<file path="config.mk">
export PLATFORM = sky130hd
export DESIGN_NAME = secmap_cfg
export DESIGN_NICKNAME = d
export VERILOG_FILES = /design/src/rtl/secmap_pkg.sv /design/src/rtl/secmap_ctrl.sv /design/src/rtl/secmap_dp.sv /design/src/rtl/secmap_cfg.sv
export SDC_FILE = /design/constraint.sdc
export NUM_CORES = 1
export LEC_CHECK = 0
export BUFFER_PORTS_ARGS = -buffer_cell sky130_fd_sc_hd__buf_2
export CAP_MARGIN = 10
export CELL_PAD_IN_SITES_DETAIL_PLACEMENT = 0
export CELL_PAD_IN_SITES_GLOBAL_PLACEMENT = 1
export CORE_UTILIZATION = 45
export DETAILED_ROUTE_END_ITERATION = 10
export PLACE_DENSITY = 0.77
export SLEW_MARGIN = 10
export SYNTH_ARGS = -nofsm -noshare
export SYNTH_HDL_FRONTEND = slang
export SYNTH_SLANG_ARGS = --single-unit
</file>
<file path="constraint.sdc">
create_clock -name clk -period 4.7 [get_ports clk]
set_input_delay 0.235 -clock clk [delete_from_list [all_inputs] [get_ports clk]]
set_output_delay 0.235 -clock clk [all_outputs]
set_load 0.05 [all_outputs]
</file>
<file path="src/rtl/secmap_pkg.sv">
package secmap_pkg;

  localparam logic [11:0] OFS_CTRL  = 12'h000;
  localparam logic [11:0] OFS_NWRD  = 12'h010;
  localparam logic [11:0] OFS_GRAN  = 12'h014;
  localparam logic [11:0] OFS_PTR   = 12'h018;
  localparam logic [11:0] OFS_WIN   = 12'h01C;
  localparam logic [11:0] OFS_STAT  = 12'h020;
  localparam logic [11:0] OFS_CLR   = 12'h024;
  localparam logic [11:0] OFS_EN    = 12'h028;
  localparam logic [11:0] OFS_FADDR = 12'h02C;
  localparam logic [11:0] OFS_FINFO = 12'h030;
  localparam logic [11:0] OFS_SET   = 12'h034;
  localparam logic [11:0] OFS_IDLO  = 12'hFD0;

  typedef enum logic [1:0] {
    SZ_BYTE = 2'd0,
    SZ_HALF = 2'd1,
    SZ_WORD = 2'd2
  } accSize_e;

  typedef enum logic [3:0] {
    SEL_NONE, SEL_CTRL, SEL_NWRD, SEL_GRAN, SEL_PTR, SEL_WIN,
    SEL_STAT, SEL_EN, SEL_FADDR, SEL_FINFO, SEL_ID
  } regSel_e;

  typedef struct packed {
    logic wrCtrl;
    logic wrPtr;
    logic wrWin;
    logic wrEn;
    logic setStat;
    logic clrStat;
    logic advPtr;
  } cfgStrobe_t;

  function automatic logic [7:0] idByte(input logic [3:0] n);
    case (n)
      4'd0:    idByte = 8'h04;
      4'd4:    idByte = 8'h60;
      4'd5:    idByte = 8'hB8;
      4'd6:    idByte = 8'h1B;
      4'd8:    idByte = 8'h0D;
      4'd9:    idByte = 8'hF0;
      4'd10:   idByte = 8'h05;
      4'd11:   idByte = 8'hB1;
      default: idByte = 8'h00;
    endcase
  endfunction

endpackage

</file>
<file path="src/rtl/secmap_ctrl.sv">
module secmap_ctrl
  import secmap_pkg::*;
(
  input  logic             clk,
  input  logic             rstN,
  input  logic             busSel,
  input  logic             busWrite,
  input  logic             busSecure,
  input  logic [11:0]      busAddr,
  input  logic [1:0]       busSize,
  input  logic [31:0]      busWdata,
  input  logic             lockNow,
  input  logic             autoIncNow,
  output cfgStrobe_t       stb,
  output regSel_e          regSel,
  output logic [3:0]       idNum,
  output logic [31:0]      laneMask,
  output logic [4:0]       laneShift,
  output logic [31:0]      wrAligned
);

  logic [11:0] wordOfs;
  logic        nsBlocked;
  logic        accOk;
  logic        isWord;
  logic [31:0] baseMask;
  regSel_e     decSel;
  logic [11:0] idOfs;

  assign wordOfs   = {busAddr[11:2], 2'b00};
  assign nsBlocked = !busSecure && (wordOfs < OFS_IDLO);
  assign accOk     = busSel && !nsBlocked;
  assign isWord    = !(busSize == SZ_BYTE || busSize == SZ_HALF);
  assign idOfs     = wordOfs - OFS_IDLO;
  assign idNum     = idOfs[5:2];

  always_comb begin
    case (busSize)
      SZ_BYTE: begin baseMask = 32'h0000_00FF; laneShift = {busAddr[1:0], 3'b000}; end
      SZ_HALF: begin baseMask = 32'h0000_FFFF; laneShift = {busAddr[1], 4'b0000}; end
      default: begin baseMask = 32'hFFFF_FFFF; laneShift = 5'd0; end
    endcase
  end

  assign laneMask  = baseMask << laneShift;
  assign wrAligned = busWdata << laneShift;

  always_comb begin
    decSel = SEL_NONE;
    if (wordOfs >= OFS_IDLO) decSel = SEL_ID;
    else begin
      case (wordOfs)
        OFS_CTRL:  decSel = SEL_CTRL;
        OFS_NWRD:  decSel = SEL_NWRD;
        OFS_GRAN:  decSel = SEL_GRAN;
        OFS_PTR:   decSel = SEL_PTR;
        OFS_WIN:   decSel = SEL_WIN;
        OFS_STAT:  decSel = SEL_STAT;
        OFS_EN:    decSel = SEL_EN;
        OFS_FADDR: decSel = SEL_FADDR;
        OFS_FINFO: decSel = SEL_FINFO;
        default:   decSel = SEL_NONE;
      endcase
    end
  end

  assign regSel = (accOk && !busWrite) ? decSel : SEL_NONE;

  always_comb begin
    logic wr;
    logic bit0;
    wr   = accOk && busWrite;
    bit0 = (wrAligned[0] && laneMask[0]);
    stb  = '0;
    stb.wrCtrl  = wr && (wordOfs == OFS_CTRL) && !lockNow;
    stb.wrPtr   = wr && (wordOfs == OFS_PTR);
    stb.wrWin   = wr && (wordOfs == OFS_WIN) && !lockNow;
    stb.wrEn    = wr && (wordOfs == OFS_EN) && !lockNow;
    stb.setStat = wr && (wordOfs == OFS_SET) && bit0;
    stb.clrStat = wr && (wordOfs == OFS_CLR) && bit0;
    stb.advPtr  = accOk && (wordOfs == OFS_WIN) && isWord && autoIncNow &&
                  (!busWrite || !lockNow);
  end

  // the pointer only steps on full-word accesses
  assert_step_word_only_R5: assert property (@(posedge clk) disable iff (!rstN)
    stb.advPtr |-> (busSize == SZ_WORD || busSize == 2'd3));

  // no locked register is written while lock is set
  assert_lock_blocks_R7: assert property (@(posedge clk) disable iff (!rstN)
    lockNow |-> !(stb.wrCtrl || stb.wrWin || stb.wrEn));

endmodule

</file>
<file path="src/rtl/secmap_dp.sv">
module secmap_dp
  import secmap_pkg::*;
#(
  parameter int LUT_WORDS   = 4,
  parameter int BLOCK_BYTES = 256,
  localparam int IDXW       = (LUT_WORDS > 1) ? $clog2(LUT_WORDS) : 1
) (
  input  logic             clk,
  input  logic             rstN,
  input  cfgStrobe_t       stb,
  input  regSel_e          regSel,
  input  logic [3:0]       idNum,
  input  logic [31:0]      laneMask,
  input  logic [4:0]       laneShift,
  input  logic [31:0]      wrAligned,
  input  logic             faultWe,
  input  logic [31:0]      faultAddr,
  input  logic [15:0]      faultMaster,
  input  logic             faultNonSec,
  input  logic             faultCfgNs,
  input  logic [IDXW-1:0]  lutRdIdx,
  output logic [31:0]      rdData,
  output logic [31:0]      lutRdWord,
  output logic             errResp,
  output logic             autoInc,
  output logic             lock,
  output logic             intEn,
  output logic             intStat
);

  localparam int GRAN_CODE = $clog2(BLOCK_BYTES) - 5;
  localparam logic [IDXW-1:0] LAST_IDX = IDXW'(LUT_WORDS - 1);

  logic [31:0]     lutMem [LUT_WORDS];
  logic [IDXW-1:0] ptr;
  logic [31:0]     faultAddrReg;
  logic [17:0]     faultInfoReg;
  logic [31:0]     ctrlWord;
  logic [31:0]     curWin;
  logic [31:0]     ctrlMerged;
  logic [31:0]     ptrMerged;
  logic [31:0]     ptrMod;
  logic [31:0]     winMerged;
  logic [31:0]     zeroFilled;
  logic [31:0]     regWord;

  function automatic logic [31:0] mergeLanes(input logic [31:0] oldVal,
                                             input logic [31:0] newVal,
                                             input logic [31:0] mask);
    mergeLanes = (oldVal & ~mask) | (newVal & mask);
  endfunction

  assign ctrlWord   = {lock, 22'b0, autoInc, 3'b0, errResp, 4'b0};
  assign curWin     = lutMem[ptr];
  assign ctrlMerged = mergeLanes(ctrlWord, wrAligned, laneMask);
  assign ptrMerged  = mergeLanes(32'(ptr), wrAligned, laneMask);
  assign ptrMod     = ptrMerged % 32'(LUT_WORDS);
  assign winMerged  = mergeLanes(curWin, wrAligned, laneMask);
  assign zeroFilled = wrAligned & laneMask;
  assign lutRdWord  = (32'(lutRdIdx) < 32'(LUT_WORDS)) ? lutMem[lutRdIdx] : 32'h0;

  always_ff @(posedge clk or negedge rstN) begin
    if (!rstN) begin
      errResp <= 1'b0;
      autoInc <= 1'b1;
      lock    <= 1'b0;
    end else if (stb.wrCtrl) begin
      errResp <= ctrlMerged[4];
      autoInc <= ctrlMerged[8];
      lock    <= ctrlMerged[31];
    end
  end

  always_ff @(posedge clk or negedge rstN) begin
    if (!rstN)            ptr <= '0;
    else if (stb.wrPtr)   ptr <= ptrMod[IDXW-1:0];
    else if (stb.advPtr)  ptr <= (ptr == LAST_IDX) ? '0 : ptr + 1'b1;
  end

  for (genvar w = 0; w < LUT_WORDS; w++) begin : g_word
    always_ff @(posedge clk or negedge rstN) begin
      if (!rstN)                                     lutMem[w] <= '0;
      else if (stb.wrWin && ptr == IDXW'(w))         lutMem[w] <= winMerged;
    end
  end

  always_ff @(posedge clk or negedge rstN) begin
    if (!rstN) begin
      intStat      <= 1'b0;
      intEn        <= 1'b1;
      faultAddrReg <= '0;
      faultInfoReg <= '0;
    end else begin
      if (stb.wrEn) intEn <= zeroFilled[0];
      if (faultWe) begin
        intStat      <= 1'b1;
        faultAddrReg <= faultAddr;
        faultInfoReg <= {faultCfgNs, faultNonSec, faultMaster};
      end else if (stb.setStat) intStat <= 1'b1;
      else if (stb.clrStat)     intStat <= 1'b0;
    end
  end

  always_comb begin
    case (regSel)
      SEL_CTRL:  regWord = ctrlWord;
      SEL_NWRD:  regWord = 32'(LUT_WORDS - 1);
      SEL_GRAN:  regWord = 32'(GRAN_CODE);
      SEL_PTR:   regWord = 32'(ptr);
      SEL_WIN:   regWord = curWin;
      SEL_STAT:  regWord = {31'b0, intStat};
      SEL_EN:    regWord = {31'b0, intEn};
      SEL_FADDR: regWord = faultAddrReg;
      SEL_FINFO: regWord = {14'b0, faultInfoReg};
      SEL_ID:    regWord = {24'b0, idByte(idNum)};
      default:   regWord = 32'h0;
    endcase
  end

  assign rdData = (regWord & laneMask) >> laneShift;

  // the pointer never leaves the table
  assert_ptr_range_R6: assert property (@(posedge clk) disable iff (!rstN)
    32'(ptr) < 32'(LUT_WORDS));

  // lock stays set until reset
  assert_lock_sticky_R7: assert property (@(posedge clk) disable iff (!rstN)
    lock |=> lock);

  // locked control word and enable hold their values
  assert_lock_freeze_R7: assert property (@(posedge clk) disable iff (!rstN)
    lock |=> ($stable(ctrlWord) && $stable(intEn)));

  // a capture always leaves status set
  assert_fault_sets_R10: assert property (@(posedge clk) disable iff (!rstN)
    faultWe |=> intStat);

endmodule

</file>
<file path="src/rtl/secmap_cfg.sv">
module secmap_cfg
  import secmap_pkg::*;
#(
  parameter int LUT_WORDS   = 4,
  parameter int BLOCK_BYTES = 256,
  localparam int IDXW       = (LUT_WORDS > 1) ? $clog2(LUT_WORDS) : 1
) (
  input  logic             clk,
  input  logic             rstN,
  input  logic             busSel,
  input  logic             busWrite,
  input  logic             busSecure,
  input  logic [11:0]      busAddr,
  input  logic [1:0]       busSize,
  input  logic [31:0]      busWdata,
  output logic [31:0]      busRdata,
  input  logic [IDXW-1:0]  lutRdIdx,
  output logic [31:0]      lutRdWord,
  output logic             errRespEn,
  output logic             autoIncEn,
  output logic             lockdown,
  output logic             irqEn,
  output logic             irqOut,
  input  logic             faultWe,
  input  logic [31:0]      faultAddr,
  input  logic [15:0]      faultMaster,
  input  logic             faultNonSec,
  input  logic             faultCfgNs
);

  cfgStrobe_t  stb;
  regSel_e     regSel;
  logic [3:0]  idNum;
  logic [31:0] laneMask;
  logic [4:0]  laneShift;
  logic [31:0] wrAligned;
  logic        intStat;

  secmap_ctrl u_ctrl (
    .clk(clk), .rstN(rstN),
    .busSel(busSel), .busWrite(busWrite), .busSecure(busSecure),
    .busAddr(busAddr), .busSize(busSize), .busWdata(busWdata),
    .lockNow(lockdown), .autoIncNow(autoIncEn),
    .stb(stb), .regSel(regSel), .idNum(idNum),
    .laneMask(laneMask), .laneShift(laneShift), .wrAligned(wrAligned)
  );

  secmap_dp #(.LUT_WORDS(LUT_WORDS), .BLOCK_BYTES(BLOCK_BYTES)) u_dp (
    .clk(clk), .rstN(rstN),
    .stb(stb), .regSel(regSel), .idNum(idNum),
    .laneMask(laneMask), .laneShift(laneShift), .wrAligned(wrAligned),
    .faultWe(faultWe), .faultAddr(faultAddr), .faultMaster(faultMaster),
    .faultNonSec(faultNonSec), .faultCfgNs(faultCfgNs),
    .lutRdIdx(lutRdIdx),
    .rdData(busRdata), .lutRdWord(lutRdWord),
    .errResp(errRespEn), .autoInc(autoIncEn), .lock(lockdown),
    .intEn(irqEn), .intStat(intStat)
  );

  assign irqOut = intStat & irqEn;

  // a non-secure write below the identification area leaves control state alone
  assert_ns_write_dropped_R3: assert property (@(posedge clk) disable iff (!rstN)
    (busSel && busWrite && !busSecure && busAddr < OFS_IDLO)
      |=> $stable({errRespEn, autoIncEn, lockdown, irqEn}));

endmodule

</file>
# After elaboration in Yosys (flattened, before gate mapping)
# Memories as Yosys holds them, arrays and structs flattened.
# Cells that the tools add are included.
# Widths: inputs -> output; s select.
word_totals:
  n_memories: 1
  reg_bits: 185
  romBits: 128
  out_inout_bits: 69
classes:
  addsub: 2
  reduce_logical: 37
  order_cmp: 4
  n_eq_ne: 24
  n_mux: 18
  n_bitwise: 12
  n_shift: 3
mem_list:
  columns: ["memory", "words", "width", "read_ports", "rd_ports_with_merged_regs", "write_ports", "line", "rtl"]
  rows:
  - ["(name not given)", 16, 8, 1, 0, 0, "secmap_pkg.sv:38", "case (n)"]
op_table:
  columns: ["cell", "count"]
  rows:
  - ["$pmux 32 s9", 1]
  - ["$and 32x32->32", 4]
  - ["$bmux 32 s2", 2]
  - ["$mux 32", 4]
  - ["$or 32x32->32", 2]
  - ["$pmux 32 s2", 1]
  - ["$shl 32x5->32", 2]
  - ["$eq 10x4->1 const B", 6]
  - ["$eq 10x3->1 const B", 4]
  - ["$pmux 4 s9", 1]
  - ["$not 32->32", 1]
  - ["$shr 32x5->32", 1]
  - ["$logic_and 1x1->1", 24]
  - ["$eq 4x3->1 const B", 4]
  - ["$eq 4x4->1 const B", 3]
  - ["$ge 12x12->1 const B", 1]
  - ["$logic_not 12->1", 1]
  - ["$lt 12x12->1 const B", 1]
  - ["$pmux 5 s2", 1]
  - ["$eq 4x2->1 const B", 2]
  - ["$mux 4", 2]
  - ["$ge 3x3->1 const B", 2]
  - ["$mux 2", 3]
  - ["$not 2->3", 2]
  - ["other kinds (15)", 25]

# Depth between registers and ports, before layout
# Gate-level depths: netlist of the first run.
logic_depth:
  word_depth: 11
  mapped_depth: 12

# By module
# Synthesis of the first run repeated with hierarchy kept, for this count alone.
hier_totals:
  hier_cells: 1248
  hier_area_um2: 12548.3
by_module_without_submodules:
  columns: ["mod", "instances", "area_each_um2", "cells_per_inst"]
  rows:
  - ["secmap_dp", 1, 11365.9, 1068]
  - ["secmap_ctrl", 1, 1176.1, 179]
  - ["secmap_cfg", 1, 6.3, 1]

# Worst setup path before layout of the first run
# Ideal clock, no wire load.
synth_timing:
  path_kind: "input port to output port"
  from: "input port busAddr[4]"
  to: "output port busRdata[7]"
  path_stages: 11
  path_buffers: 2
  arrival_time_ns: 2.774
  setup_slack_ns: 1.691
  t_required_ns: 4.465
  path_cell_list: "inv_1 -> ha_1 -> a22o_1 -> nand3_1 -> nor2_1 -> and3_1 -> buf_4 -> buf_6 -> a22o_1 -> o21ai_0 -> a22oi_1"
synth_between:
  elab_chain_len: 11
  elab_cells_between_ends: 34
  classes_between: "1 x add/sub; 2 x order compare; 18 x eq/ne; 1 x shift; 4 x mux; 1 x bitwise; 6 x reduce/logical; 1 x memory"
synth_lines:
  columns: ["element", "line", "rtl"]
  rows:
  - ["start: declaration", "secmap_cfg.sv:13", "input logic [11:0] busAddr,"]
  - ["$lt 12x12->1", "secmap_ctrl.sv:31", "assign nsBlocked = !busSecure && (wordOfs < OFS_IDLO);"]
  - ["$logic_and 1x1->1", "secmap_ctrl.sv:31", null]
  - ["$logic_not 1->1", "secmap_ctrl.sv:32", "assign accOk = busSel && !nsBlocked;"]
  - ["$logic_and 1x1->1", "secmap_ctrl.sv:32", null]
  - ["$logic_and 1x1->1", "secmap_ctrl.sv:67", "assign regSel = (accOk && !busWrite) ? decSel : SEL_NONE;"]
  - ["$mux 4", "secmap_ctrl.sv:67", null]
  - ["$eq 4x2->1", "secmap_dp.sv:105", "case (regSel)"]
  - ["$reduce_or 2->1 (no line)", null, null]
  - ["$pmux 32 s9 *", "secmap_dp.sv:105", null]
  - ["$and 32x32->32 *", "secmap_dp.sv:120", "assign rdData = (regWord & laneMask) >> laneShift;"]
  - ["$shr 32x5->32 *", "secmap_dp.sv:120", null]
  - ["end: declaration", "secmap_cfg.sv:16", "output logic [31:0] busRdata,"]
# Every way passes the cells marked *; elsewhere a longest branch is shown, timed or not.

# Final worst setup path of the first run
layout_timing:
  from: "input port busAddr[3]"
  to: "output port busRdata[3]"
# The elaborated chain is that of the path after synthesis.

==> qor.yml, run 1 <==
slew_viol_final: 0
start_util: 0.458
hold_viol_final: 0
p_sw_uw: 984
dp_hpwl_um: 24600
gp_congestion: 0.915
drv_cap: 0
die_h_um: 156
h-tree-depth: 4
path_class: "in2out"
drive_above_1_share: 0.389
fp-row-count: 56
synth_nets: 1043
async_reset_ff_frac: 1.00
antenna_found_initial: 0
fin_util: 0.532
maxSlewHeadroom: 0.318
firstDrtPassIters: 5
ys_seq_area_frac: 0.432
grt_pass1_vias: 8418
fin_crit_ns: 3.77
core_sq_um: 23400
grt_max_degree: 105
ys_seq_elements: 185
cts.sinks: 185
synth.avg_cell_area_sq_um: 11.6
fillCellCount: 2131
drc: 0
power_frac_seq: 0.478
synth-edff-count: 0
syn_to_final_growth_pct: 16.3
switching_share: 0.283
synthCells: 925
fin_skew_ns: 0.0125
drt-wirelength-per-cell_um: 24.0
track_usage: 0.283
end_kind: "output pin"
synth-warning-count: 0
ir_worst_vdd_mv: 0.249
dieArea_sq_um: 24400
rsz0062_at_grt: "no"
synth_cell_type_count: 62
ios: 173
hold_path_class: "in2reg"
clockBufferDepth: 2
port_buffers: 172
cts.reportedPaths.clkPinSlew_ns: 0.08
syn_area_sq_um: 10700
avgViaCountPerCell: 6.00
cp.arrival_ns: 3.53
status: "finished, final reports clean"
worst_setup_path_start_kind: "input port"
cts-root-buf: "clkbuf_16"
worstPathMaxFanout: 19
power_density_nw_per_um2: 279
cts_resized: 0
setup_viol: 0
p_leak_nw: 5.87
vias: 8436
die_w_um: 156
postCtsSetupRepairBufs: 0
cts_tree: "yes"
ant_nets: 0
fin_tns_setup_ns: 0
grt-ovfl-total: 0
required_ns: 4.47
num-nets-final: 1190
synth_flop_cell: "dfrtp_1"
worst_slew_pin_slew_ns: 1.02
timing.final.crit_share: 0.802
comb_power_share: 0.101
clk_latency_ns: 0.45
cts_buffers: 17
clockPowerShare: 0.421
fmax_ghz: 0.265
drt_wl_total_um: 33700
p_int_mw: 2.49
drt_iter0_markers: 631
grt_pass1_wl_um: 50600
## critical path, cell delays in order
cell and delay [ns]:
buf_2 0.13, inv_1 0.10, ha_1 0.43, a22o_1 0.36
nand3_1 0.21, nor2_1 0.35, and3_1 0.70, a22o_1 0.30
a22oi_1 0.14, o221ai_1 0.26, buf_2 0.30
## layout make-up
type | instances | area (sq um) | share of cell area
inverter | 13 | 48.8 | 0.00392
sequential | 185 | 4630 | 0.372
tap | 319 | 399 | 0.0320
timing repair buffer | 194 | 1050 | 0.0841
antenna | 1 | 2.50 | 0.000201
multi-input combinational | 661 | 5730 | 0.460
clock buffer | 17 | 425 | 0.0341
clock inverter | 15 | 174 | 0.0140
## synth_stat cells, types with 3 or more instances
library cell / n / share of area
o221ai_1: 6 / 0.0049
ha_1: 14 / 0.016
clkbuf_1: 26 / 0.0091
nand2b_1: 3 / 0.0018
a22o_1: 24 / 0.020
mux2i_1: 38 / 0.036
buf_1: 9 / 0.0032
nand4_1: 8 / 0.0047
o2bb2ai_1: 9 / 0.0074
nor2_1: 35 / 0.012
mux4_2: 64 / 0.13
dfrtp_1: 183 / 0.43
o21ai_1: 11 / 0.0051
o21ai_0: 81 / 0.038
mux2_2: 115 / 0.12
nand3_1: 7 / 0.0033
and2_1: 5 / 0.0029
buf_2: 25 / 0.012
nand2_1: 123 / 0.043
a22oi_1: 13 / 0.0091
inv_1: 13 / 0.0046
buf_4: 5 / 0.0035
a21oi_1: 28 / 0.013
mux2_1: 5 / 0.0053
nor4_4: 4 / 0.0079
and3_1: 20 / 0.012
nor2b_1: 6 / 0.0035
## what timing repair did
item / in CTS / in global routing
setup endpoints to repair: 0 / 0
endpoints found under the hold margin: 49 / 0
hold buffers: 1 / 0
## sequential cells by signal (all words and copies together), names as in the netlist, named ones only
name / cells
u_dp.lutMem: 128
u_dp.faultAddrReg: 32
u_dp.faultInfoReg: 18
u_dp.intEn: 1
u_dp.intStat: 1
## power groups by stage
stage	registers [mW]	logic (mW)	clock network, mW
floorplan	1.68	0.191	0
global placement	1.69	0.349	0
detailed placement	1.69	0.351	0
CTS	1.66	0.353	1.49
global route	1.67	0.383	1.55
finish	1.66	0.351	1.46
## path summary, 6_finish.rpt
kind                                  from                     to  slack [ns]  depth (start not counted)
max                             busAddr[3]            busRdata[3]        0.93                         11
min                        faultMaster[12]  u_dp.faultInfoReg[12]        0.02                          2
max reg2reg                           flop        u_dp.lutMem[80]        2.21                          6
min reg2reg                u_dp.lutMem[33]        u_dp.lutMem[33]        0.50                          2
max in group asynchronous             rstN       u_dp.lutMem[122]        3.18                          3
min in group asynchronous             rstN  u_dp.faultAddrReg[13]        0.49                          2
## cell families after synthesis
group,Yosys count,synth area share
AO/OA/AOI/OAI,195,0.116
adder cells (fa/ha/maj),14,0.0164
multiplexers,222,0.296
AND/OR/NAND/NOR,230,0.106
buffers and inverters,79,0.0331
flip-flops,185,0.432
## cell usage in the layout, fill, tap and decap left out, types with 4 or more instances in the layout
master | Yosys | layout
nor2b_1 | 6 | 6
o21ai_0 | 81 | 81
mux2_1 | 5 | 5
dfrtp_1 | 183 | 182
nor4_4 | 4 | 4
o21ai_1 | 11 | 11
buf_2 | 25 | 171
o2bb2ai_1 | 9 | 9
and2_1 | 5 | 5
nor2_1 | 35 | 34
a21oi_1 | 28 | 28
buf_4 | 5 | 20
ha_1 | 14 | 14
mux4_2 | 64 | 64
inv_6 | 0 | 4
and3_1 | 20 | 20
inv_1 | 13 | 13
o221ai_1 | 6 | 6
clkinv_8 | 0 | 5
nand4_1 | 8 | 8
mux2i_1 | 38 | 38
nand2_1 | 123 | 123
a22o_1 | 24 | 24
clkbuf_16 | 0 | 17
nand3_1 | 7 | 7
a22oi_1 | 13 | 13
mux2_2 | 115 | 115
## per-stage QoR
step | power, mW | setup slack (ns) | instance area, sq um | std cells | hold slack, ns
after floorplan | 1.87 | 1.69 | 10700 | 925 | -0.0606
after global placement | 2.04 | 1.09 | 11800 | 1371 | 0.436
after detailed placement | 2.04 | 1.05 | 11800 | 1371 | 0.437
after CTS | 3.50 | 1.06 | 12500 | 1404 | 0.0114
after global routing | 3.60 | 0.684 | 12500 | 1404 | 0.0179
final | 3.47 | 0.933 | 12500 | 1405 | 0.0222
## layer usage
| layer | GRT usage | up-vias | wire [um] |
|---|---|---|---|
| met5 | 0 | - | 0 |
| met4 | 0.0728 | 0 | 661 |
| met1 | 0.388 | 4279 | 14500 |
| met2 | 0.469 | 361 | 16400 |
| met3 | 0.0462 | 42 | 2240 |
| li1 | - | 3754 | - |
(Power assumes the default switching activity.)
==> run 2: changes to the inputs <==
clock period = 3.7 ns   (was 4.7 ns; I/O delays follow)
==> qor.yml, run 2 (synthesis results as in run 1) <==
hold_path_class: "in2reg"
status: "finished, final reports clean"
antenna_found_initial: 1
grt-ovfl-total: 0
slowest_delay_ns: 0.61
cts.reportedPaths.clkPinSlew_ns: 0.07
drt-wirelength-per-cell_um: 23.5
cts_tree: "yes"
avgViaCountPerCell: 5.92
finalHoldWorstSlack_ns: 0.0163
die_h_um: 156
fin_skew_ns: 0.0134
critical-path-top-delay-family: "compound AO/OA/AOI/OAI gates"
end_kind: "output pin"
track_usage: 0.290
gp_congestion: 0.966
r2r_end: "u_dp.lutMem[49]"
path_class: "in2out"
drt_wl_total_um: 34300
switching_share: 0.285
drc: 0
cts.sinks: 185
h-tree-depth: 4
final_common_cell: "dfrtp_1"
regMostFlops: "u_dp.lutMem"
cts_resized: 0
fin_crit_ns: 3.43
largest_reg_flops: 128
cts_buffers: 17
setup_viol: 0
final_area_sq_um: 13000
power_frac_seq: 0.470
grt_pass1_vias: 8591
dieArea_sq_um: 24400
r2r_cells: 6
drv_cap: 0
p_sw_mw: 1.28
reg.largest.list: "u_dp.lutMem (128), u_dp.faultAddrReg (32), u_dp.faultInfoReg (18)"
cp.arrival_ns: 3.24
final_cell_mix: "dfrtp_1, buf_2, nand2_1"
ios: 173
cp.buffers_inverters: 3
setup_slack_ns: 0.275
ant_nets: 0
clk_latency_ns: 0.45
grt_pass1_wl_um: 51500
worstPathMaxFanout: 17
place_ws_ns: 0.405
rsz0062_at_grt: "no"
clockBufferDepth: 2
min_from: "faultAddr[31]"
drive_above_1_share: 0.375
grt_max_degree: 98
dpl_cell_area_sq_um: 11900
cts-root-buf: "clkbuf_16"
required_ns: 3.51
drt_iter0_markers: 683
worstHoldEndpoint: "u_dp.faultAddrReg[31]"
comb_power_share: 0.110
crit_slowest_cell: "and3_1"
maxSlewHeadroom: 0.353
cts-hold-fix-buffers: 49
diodes: 0
start_util: 0.458
fin_util: 0.557
p_leak_nw: 6.13
firstDrtPassIters: 5
dp_hpwl_um: 24600
r2r_slack_ns: 1.20
port_buffers: 172
fin_tns_setup_ns: 0
core_sq_um: 23400
fillCellCount: 2096
ir_worst_vdd_mv: 0.326
worst_setup_path_start_kind: "input port"
crit_chain: "buf_2, inv_1, ha_1, a22o_1, nand3_1, nor2_1, and3_1, a22o_1, a22oi_1, o221ai_1, buf_2"
slew_viol_final: 0
timing.final.crit_share: 0.926
fmax_ghz: 0.292
fp-row-count: 56
postCtsSetupRepairBufs: 0
syn_to_final_growth_pct: 21.7
die_w_um: 156
power_density_nw_per_um2: 344
worst_slew_pin_slew_ns: 0.970
hold_viol_final: 0
p_int_mw: 3.21
vias: 8616
clockPowerShare: 0.420
holdPathStages: 2
num-nets-final: 1242
[run 2: changes by cell type in the layout (fill, tap and decap cells not counted)]
cell,before,now
inv_12,0,1
dlygate4sd3_1,1,49
buf_12,1,5
clkinvlp_4,2,0
diode_2,1,0
inv_6,4,3
clkinv_4,1,2
clkinv_8,5,6
[run 2: through the flow]
| stage | instances | power [mW] |
|---|---|---|
| CTS | 1456 | 4.52 |
| floorplan | 925 | 2.38 |
| detailed placement | 1375 | 2.60 |
| global placement | 1375 | 2.60 |
| finish | 1456 | 4.49 |
| global route | 1456 | 4.65 |
[run 2: area by class of cell]
cell class                      count  area [sq um]  share of cell area
Tap cell                          319           399              0.0306
Multi-Input combinational cell    661          5730               0.440
Clock inverter                     15           191              0.0147
Sequential cell                   185          4630               0.355
Inverter                           13          48.8             0.00374
Clock buffer                       17           425              0.0326
Timing Repair Buffer              246          1610               0.123
[run 2: power by group through the flow]
stage	combinational (mW)	sequential, mW	clock, mW
after global placement	0.448	2.15	0
final	0.493	2.11	1.89
after detailed placement	0.452	2.15	0
after floorplan	0.243	2.14	0
after global routing	0.534	2.12	2.00
after CTS	0.495	2.11	1.92
[run 2: worst max path at each step]
stage / start / endpoint / depth (start not counted)
after global routing: busAddr[3] / busRdata[3] / 11
final: busAddr[3] / busRdata[3] / 11
after detailed placement: busAddr[3] / busRdata[3] / 11
after global placement: busAddr[4] / busRdata[0] / 11
after floorplan: busAddr[4] / busRdata[7] / 11
after CTS: busAddr[3] / busRdata[3] / 11
[run 2: worst register-to-register path: cells and delay by family (launching register included)]
| kind | cells | cell delay (ns) |
|---|---|---|
| adders and majority gates | 1 | 0.20 |
| muxes | 1 | 0.46 |
| buffers and inverters | 3 | 0.90 |
| DFF | 1 | 0.74 |
| and+or+nand+nor | 1 | 0.08 |
[run 2: layer usage]
metal / up-vias / GRT usage / routed length, um
li1: 3864 / - / -
met1: 4352 / 0.395 / 14900
met2: 334 / 0.463 / 16200
met3: 64 / 0.0532 / 2140
met4: 2 / 0.109 / 1020
met5: - / 0 / 13
==> run 3: changes to the inputs <==
CORE_UTILIZATION = 25   (was 45)
HOLD_SLACK_MARGIN = 0.1   (was unset)
PLACE_DENSITY = 0.46   (was 0.77)
==> qor.yml, run 3 (synthesis results as in run 1) <==
power_density_nw_per_um2: 344
vias: 8508
fin_skew_ns: 0.0130
antenna_found_initial: 0
grt-ovfl-total: 0
ant_nets: 0
slew_viol_final: 0
drc: 0
reg.largest.list: "u_dp.lutMem (128), u_dp.faultAddrReg (32), u_dp.faultInfoReg (18)"
num-nets-final: 1248
port_buffers: 172
drt_iter0_markers: 530
drt_wl_total_um: 41300
gp_congestion: 0.816
dieArea_sq_um: 43700
rsz0062_at_grt: "no"
fin_tns_setup_ns: 0
cp-startpoint: "busAddr[3]"
setup_viol: 0
final_cell_mix: "dfrtp_1, buf_2, nand2_1"
place_ws_ns: 0.414
required_ns: 3.51
final_common_cell: "dfrtp_1"
worst_slew_pin_slew_ns: 0.924
finalNonFillerCells: 1680
status: "finished, final reports clean"
clk_latency_ns: 0.47
r2r_end: "u_dp.lutMem[17]"
fmax_ghz: 0.302
die_h_um: 209
maxSlewHeadroom: 0.384
place_inst: 1598
cp_common_cell: "buf_2"
start_util: 0.254
dp_hpwl_um: 29700
worst_setup_path_start_kind: "input port"
crit_chain: "buf_2, inv_1, ha_1, a22o_1, nand3_1, nor2_1, nand2_1, o2bb2ai_1, a21oi_1, a22oi_1, buf_2"
avgViaCountPerCell: 5.06
slowest_delay_ns: 0.46
cts.sinks: 185
drv_cap: 0
ir_worst_vdd_mv: 0.248
cp-endpoint: "busRdata[7]"
diodes: 0
firstDrtPassIters: 6
final_area_sq_um: 13400
cts.reportedPaths.clkPinSlew_ns: 0.07
drive_above_1_share: 0.375
track_usage: 0.193
fp-row-count: 75
fillCellCount: 4365
setup_slack_ns: 0.384
cts_buffers: 17
crit_slowest_cell: "ha_1"
path_class: "in2out"
r2r_cells: 5
cp.arrival_ns: 3.13
end_kind: "output pin"
cts-root-buf: "clkbuf_16"
worstPathMaxFanout: 13
clockBufferDepth: 2
regMostFlops: "u_dp.lutMem"
grt_max_degree: 86
r2r_slack_ns: 1.09
seq_area_sq_um: 4630
grt_pass1_vias: 8933
die_w_um: 209
hold_path_class: "in2reg"
timing.final.crit_share: 0.896
dpl_cell_area_sq_um: 12300
cts_tree: "yes"
largest_reg_flops: 128
multi_input_area_sq_um: 5730
hold_viol_final: 0
syn_to_final_growth_pct: 24.9
grt_pass1_wl_um: 60700
drt-wirelength-per-cell_um: 24.6
ios: 173
h-tree-depth: 4
p_leak_nw: 6.15
core_sq_um: 42100
fin_crit_ns: 3.32
run 3: changes by cell type in the layout (fill, tap and decap cells not counted), moves of 2 or more:
cell           delta
dlygate4sd3_1     +3
buf_12            +2
inv_8             -2
clkinvlp_4        +3
bufinv_16         +3
clkinv_4          -2
clkinv_8          -6
run 3: timing repair:
action	CTS	global route
gates resized for setup	0	0
endpoints found under the hold margin	133	0
setup buffers	0	0
hold buffers	52	0
run 3: routing by layer:
layer  up-vias  wire length [um]  GRT usage
li1       3877                 -          -
met1      4371             19900      0.272
met2       229             19300      0.307
met3        31              1470     0.0319
met4         0               573     0.0469
met5         -                 0          0
run 3: report_power, final:
| group | leakage [nW] | internal [mW] | switching (mW) |
|---|---|---|---|
| Clock | 0.288 | 1.09 | 0.887 |
| Combinational | 3.42 | 0.215 | 0.306 |
| Sequential | 2.45 | 2.08 | 0.0330 |
| Total | 6.15 | 3.38 | 1.23 |
run 3: cell type report:
| type | count | area share |
|---|---|---|
| clock buffer | 18 | 0.0328 |
| tap | 539 | 0.0504 |
| clock inverter | 12 | 0.0123 |
| multi-input combinational | 661 | 0.429 |
| inverter | 13 | 0.00365 |
| timing repair buffer | 252 | 0.126 |
| sequential | 185 | 0.346 |
run 3: worst min-delay path by stage:
| stage | from | to | slack (ns) | cells past startpoint |
|---|---|---|---|---|
| final | busWdata[0] | flop | 0.11 | 3 |
| after global routing | busWdata[0] | flop | 0.12 | 3 |
| after CTS | busWdata[0] | flop | 0.10 | 3 |
| after detailed placement | rstN | u_dp.faultInfoReg[15] | 0.35 | 1 |
| after global placement | rstN | u_dp.faultInfoReg[15] | 0.34 | 1 |
| after floorplan | rstN | async pin | -0.11 | 0 |
run 3: critical path, delay by kind of cell:
| kind | cells | cell delay [ns] |
|---|---|---|
| AOI/OAI and AO/OA | 4 | 1.18 |
| and+or+nand+nor | 3 | 0.76 |
| buffers and inverters | 3 | 0.52 |
| adders and majority gates | 1 | 0.46 |
run 3: metrics by stage:
step | total power [mW] | hold WS, ns | util
finish | 4.60 | 0.114 | 0.318
global route | 4.80 | 0.122 | 0.318
floorplan | 2.38 | -0.111 | -
CTS | 4.69 | 0.101 | 0.318
detailed placement | 2.63 | 0.347 | 0.291
global placement | 2.64 | 0.343 | 0.291
